## config.mk

```make
export PLATFORM = sky130hd
export DESIGN_NAME = rx_err_stats
export DESIGN_NICKNAME = d
export VERILOG_FILES = /design/src/rtl/rx_err_stats_pkg.sv /design/src/rtl/rx_err_qualify.sv /design/src/rtl/rx_err_cnt.sv /design/src/rtl/rx_err_stats.sv
export SDC_FILE = /design/constraint.sdc
export NUM_CORES = 1
export LEC_CHECK = 0
export CORE_ASPECT_RATIO = 1.75
export CORE_MARGIN = 3
export CORE_UTILIZATION = 45
export DETAILED_ROUTE_END_ITERATION = 10
export PLACE_DENSITY = 0.79
export RECOVER_POWER = 50
export SYNTH_ARGS = -nofsm -noshare
export SYNTH_HDL_FRONTEND = slang
export SYNTH_HIERARCHICAL = 1
export SYNTH_SLANG_ARGS = --single-unit
```

## constraint.sdc

```tcl
create_clock -name clk -period 8.94 [get_ports clk]
set_clock_uncertainty 0.15 [all_clocks]
set_input_delay 1.788 -clock clk [delete_from_list [all_inputs] [get_ports clk]]
set_output_delay 1.788 -clock clk [all_outputs]
set_load 0.01 [all_outputs]
```

## src/rtl/rx_err_stats_pkg.sv

```systemverilog
package rx_err_stats_pkg;
  localparam int FRM_W = 16;

  typedef struct packed {
    logic [FRM_W-1:0] bytes;
    logic             partial;
    logic             fcs_ok;
    logic             vlan;
    logic [FRM_W-1:0] typelen;
    logic [FRM_W-1:0] data_bytes;
  } frm_sum_t;

  localparam int N_CNT = 2;
  localparam int IDX_ALN = 0;
  localparam int IDX_LEN = 1;
endpackage

```

## src/rtl/rx_err_qualify.sv

```systemverilog
module rx_err_qualify
  import rx_err_stats_pkg::*;
#(
  parameter int MIN_FRM   = 64,
  parameter int MAX_UNTAG = 1518,
  parameter int MAX_TAG   = 1522,
  parameter int MIN_DATA  = 46,
  parameter int MAX_LEN   = 1500
) (
  input  frm_sum_t sum,
  output logic     aln_hit,
  output logic     len_hit
);
  localparam logic [FRM_W-1:0] LO_FRM  = FRM_W'(MIN_FRM);
  localparam logic [FRM_W-1:0] HI_UNT  = FRM_W'(MAX_UNTAG);
  localparam logic [FRM_W-1:0] HI_TAG  = FRM_W'(MAX_TAG);
  localparam logic [FRM_W-1:0] PAD_MIN = FRM_W'(MIN_DATA);
  localparam logic [FRM_W-1:0] LEN_MAX = FRM_W'(MAX_LEN);

  logic [FRM_W-1:0] hi_bound;
  logic             in_window;
  logic             is_length;
  logic [FRM_W-1:0] expect_data;

  always_comb begin
    hi_bound    = sum.vlan ? HI_TAG : HI_UNT;
    in_window   = (sum.bytes >= LO_FRM) && (sum.bytes <= hi_bound);
    aln_hit     = !sum.fcs_ok && sum.partial && in_window;
    is_length   = (sum.typelen <= LEN_MAX);
    expect_data = (sum.typelen < PAD_MIN) ? PAD_MIN : sum.typelen;
    len_hit     = is_length && (sum.data_bytes != expect_data);
  end
endmodule

```

## src/rtl/rx_err_cnt.sv

```systemverilog
module rx_err_cnt #(
  parameter int W = 16
) (
  input  logic         clk,
  input  logic         rst,
  input  logic         inc,
  input  logic         wr_en,
  input  logic [W-1:0] wdata,
  output logic [W-1:0] cnt
);
  always_ff @(posedge clk) begin
    if (rst)        cnt <= '0;
    else if (wr_en) cnt <= wdata;
    else if (inc)   cnt <= cnt + 1'b1;
  end

  AST_WR_PRIO: assert property (@(posedge clk) disable iff (rst)
    (!$past(rst) && $past(wr_en)) |-> (cnt == $past(wdata)));
  AST_STEP_ONE: assert property (@(posedge clk) disable iff (rst)
    (!$past(rst) && !$past(wr_en)) |-> ((cnt == $past(cnt)) || (cnt == W'($past(cnt) + 1'b1))));
  AST_WRAP: assert property (@(posedge clk) disable iff (rst)
    (!$past(rst) && !$past(wr_en) && $past(inc) && ($past(cnt) == {W{1'b1}})) |-> (cnt == '0));
endmodule

```

## src/rtl/rx_err_stats.sv

```systemverilog
module rx_err_stats
  import rx_err_stats_pkg::*;
#(
  parameter int CNT_W     = 16,
  parameter int REG_W     = 32,
  parameter int MIN_FRM   = 64,
  parameter int MAX_UNTAG = 1518,
  parameter int MAX_TAG   = 1522,
  parameter int MIN_DATA  = 46,
  parameter int MAX_LEN   = 1500
) (
  input  logic              clk,
  input  logic              rst,
  input  logic              frm_vld,
  input  logic [15:0]       frm_bytes,
  input  logic              frm_partial,
  input  logic              frm_fcs_ok,
  input  logic              frm_vlan,
  input  logic [15:0]       frm_typelen,
  input  logic [15:0]       frm_data_bytes,
  input  logic              reg_addr,
  input  logic              reg_wr,
  input  logic [CNT_W-1:0]  reg_wdata,
  output logic [REG_W-1:0]  reg_rdata
);
  frm_sum_t   sum;
  logic       aln_hit, len_hit;
  logic [N_CNT-1:0] hit, inc, wr;
  logic [CNT_W-1:0] cnt [N_CNT];

  assign sum = '{bytes: frm_bytes, partial: frm_partial, fcs_ok: frm_fcs_ok,
                 vlan: frm_vlan, typelen: frm_typelen, data_bytes: frm_data_bytes};

  rx_err_qualify #(
    .MIN_FRM(MIN_FRM), .MAX_UNTAG(MAX_UNTAG), .MAX_TAG(MAX_TAG),
    .MIN_DATA(MIN_DATA), .MAX_LEN(MAX_LEN)
  ) u_qual (
    .sum(sum), .aln_hit(aln_hit), .len_hit(len_hit)
  );

  assign hit[IDX_ALN] = aln_hit;
  assign hit[IDX_LEN] = len_hit;

  for (genvar g = 0; g < N_CNT; g++) begin : g_cnt
    assign inc[g] = frm_vld && hit[g];
    assign wr[g]  = reg_wr && (reg_addr == 1'(g));
    rx_err_cnt #(.W(CNT_W)) u_cnt (
      .clk(clk), .rst(rst), .inc(inc[g]), .wr_en(wr[g]),
      .wdata(reg_wdata), .cnt(cnt[g])
    );
  end

  always_ff @(posedge clk) begin
    if (rst) reg_rdata <= '0;
    else     reg_rdata <= REG_W'(cnt[reg_addr]);
  end

  AST_FCS_OK_HOLD: assert property (@(posedge clk) disable iff (rst)
    (frm_vld && frm_fcs_ok && !(reg_wr && reg_addr == 1'b0)) |=> $stable(cnt[IDX_ALN]));
  AST_ETYPE_HOLD: assert property (@(posedge clk) disable iff (rst)
    (frm_vld && (frm_typelen > 16'(MAX_LEN)) && !(reg_wr && reg_addr == 1'b1)) |=> $stable(cnt[IDX_LEN]));
  AST_RD_UPPER_ZERO: assert property (@(posedge clk) disable iff (rst)
    reg_rdata[REG_W-1:CNT_W] == '0);
  AST_RESET_ZERO: assert property (@(posedge clk)
    $past(rst) |-> (cnt[IDX_ALN] == '0 && cnt[IDX_LEN] == '0 && reg_rdata == '0));
endmodule

```

==> run metrics <==
status finished, final reports clean; WP data arrival 4770 ps; Area Growth Syn to Fin 30.1%; Slew HR 13.7%; max_cap viols 0; TritonCTS Buffers 5; Switching Fraction 25.0%; number of synthesized register bits 48; Worst-Margin Slew 1290 ps; largest net degree at the start of global routing 49; Final Max Tran Viols 0; DR vias/cell 5.34; Die Y 117 microns; antenna-violating nets left 0; post-synth top area share 30.4%; H-tree levels 2; initial antenna violation count 0; Initial Utilization 47.3%; Commonest cells post-synth 48 x dfxtp_1, 33 x nor2_1, 31 x a21oi_1, 30 x inv_1, 24 x mux2i_1; final setup vio count 0; IO Count 104; global route total overflow 0; post-synthesis async set-or-reset flop share 0%; Final nets 514; Pre-Repair DR Iteration Count 4; sequential area share after synthesis 30.4%; Syn Inst Count 361; Worst Path Required 8970 ps; Fmax 0.211 GHz; Clock Latency Late Sink 290 ps; TNS Setup 0 ps; gr usage total 19.5%; fin crit share 53.0%; logic gate share of total power 18.1%; Setup crit start kind primary input; dominant cells by area after synthesis dfxtp_1 30%, mux2i_1 7.6%, xor2_1 5.8%; core area 6690 sq um; Pwr Total 0.000552 W; full die area 8110 sq um; DR iter-0 viols 95; clock network power share 38.3%; FF-to-FF path depth 5; Main synth FF type dfxtp_1; first-pass GRT wire length 12.6 mm; Die W 69.4 microns; CTS Hold Bufs 0; Site Rows 39; share of cells above drive strength 1 7.53%; GP Congestion 0.834; yosys warns 6; Post-Syn Area 3160 sq um; CTS sink cnt 48; internal power 0.000414 W; cell taking the most area after synthesis dfxtp_1; HP Class reg2reg; most common cell in the netlist dfxtp_1; CTS Root Cell clkbuf_16; Leak Pwr 1.78 nW; net load switching power 0.000138 W; clock buffer depth 2; vias in the first global route 2823; worst-case register-to-register setup slack 7230 ps; CTS tree built; WL final 7.92 mm; Antenna Cells 0; Final HPWL DP 6.33 mm; clock-pin slew on the worst setup and hold paths 60 ps; Power Density 134 nW/um^2; via count 2776; number of I/O port buffers 87; CP Capture Type flop; final hold vios 0; post-CTS setup buffer count 0; design area 4120 sq um; Post-synth EDFFs 0; PostCTS Resize Cnt 0; RSZ-0062 raised after global routing false; library cells used by synthesis 43; CP Max Fanout 12; VDD IR max 93.8 uV; DR WL/cell 15.2 microns; post-layout minimum cycle time 4740 ps; Residual DRC 0; worst hold stages 2; dpl cell area 3950 sq um; Setup Crit Path Kind in2reg; fillers 584; Flop pwr share 43.6%; Mean Syn Cell Area 8.77 sq um
==> cells by family (layout without fill, tap and decap cells) <==
group	after synthesis	in the layout	synth area share [%]
other	1	16	0.119
muxes	24	24	7.59
DFF	48	48	30.4
buffers and inverters	65	127	11.6
xor gates and xnor gates	40	40	11.1
adders and majority gates	5	5	1.98
AOI/OAI and AO/OA	69	69	13.8
and+or+nand+nor	109	109	23.4
==> layout by cell type, fill, tap and decap left out, drive strengths merged, types with 16 or more instances in the layout <==
| master | count |
|---|---|
| clkdlybuf4s50 | 70 |
| dfxtp | 48 |
| nor2 | 33 |
| a21oi | 31 |
| inv | 30 |
| mux2i | 24 |
| xor2 | 21 |
| o21a | 20 |
| xnor2 | 19 |
| dlygate4sd3 | 17 |
| nor4 | 17 |
| conb | 16 |
==> worst max-delay path, cell delays in order <==
cell             delay (ps)
clkdlybuf4s50_1         470
nor4_2                  310
and4b_1                 350
o21ai_0                 120
a311o_1                 350
a31oi_1                 110
and2_1                  310
nand4_4                 270
nor4_2                  400
xor2_1                  110
o21a_1                  170
==> state kept, by name, summed over array words and instances, names as in the netlist <==
signal and cells:
g_cnt.u_cnt/cnt 32, reg_rdata 16
==> metrics by stage <==
step / hold slack (ps) / cells / util [%] / setup WS [ps]
after floorplan: 331 / 376 / - / 4720
after global placement: 355 / 512 / 59.1 / 4040
after detailed placement: 367 / 512 / 59.1 / 3910
after CTS: 384 / 520 / 61.7 / 4220
after global routing: 454 / 520 / 61.6 / 3960
final: 385 / 520 / 61.6 / 4200
==> cell type report <==
| cell class | count | area, sq um | area share [%] |
|---|---|---|---|
| Inverter | 30 | 113 | 2.73 |
| Tap cell | 82 | 103 | 2.49 |
| Clock inverter | 3 | 42.5 | 1.03 |
| Clock buffer | 5 | 125 | 3.04 |
| Sequential cell | 48 | 961 | 23.3 |
| Multi-Input combinational cell | 263 | 1890 | 45.9 |
| Timing Repair Buffer | 89 | 882 | 21.4 |
==> path summary, 6_finish.rpt <==
kind,start,to
worst max register to register,g_cnt[1].u_cnt/cnt[0]$_SDFFE_PP0P_,g_cnt[1].u_cnt/cnt[12]$_SDFFE_PP0P_
worst min-delay path,g_cnt[1].u_cnt/cnt[15]$_SDFFE_PP0P_,reg_rdata[15]$_SDFF_PP0_
worst min register to register,g_cnt[1].u_cnt/cnt[15]$_SDFFE_PP0P_,reg_rdata[15]$_SDFF_PP0_
worst max-delay path,frm_typelen[11],g_cnt[1].u_cnt/cnt[15]$_SDFFE_PP0P_
==> power by group through the flow <==
| stage | combinational (W) | sequential (W) | clock, W |
|---|---|---|---|
| floorplan | 0.0000551 | 0.000242 | 0 |
| global placement | 0.0000991 | 0.000245 | 0 |
| detailed placement | 0.000101 | 0.000245 | 0 |
| CTS | 0.000101 | 0.000241 | 0.000212 |
| global route | 0.000109 | 0.000242 | 0.000221 |
| finish | 0.000100 | 0.000240 | 0.000211 |
==> metal layers <==
layer  share of wire (%)  up-vias  wire length [microns]  track usage (%)
met5                   0        -                      0                0
met4                 3.0        0                    236             8.47
met3                 6.1       17                    482             4.44
met2                  57      119                   4480             40.3
met1                  34     1268                   2720             17.8
li1                    -     1372                      -                -
No activity file was read; power rests on OpenSTA's default activity.
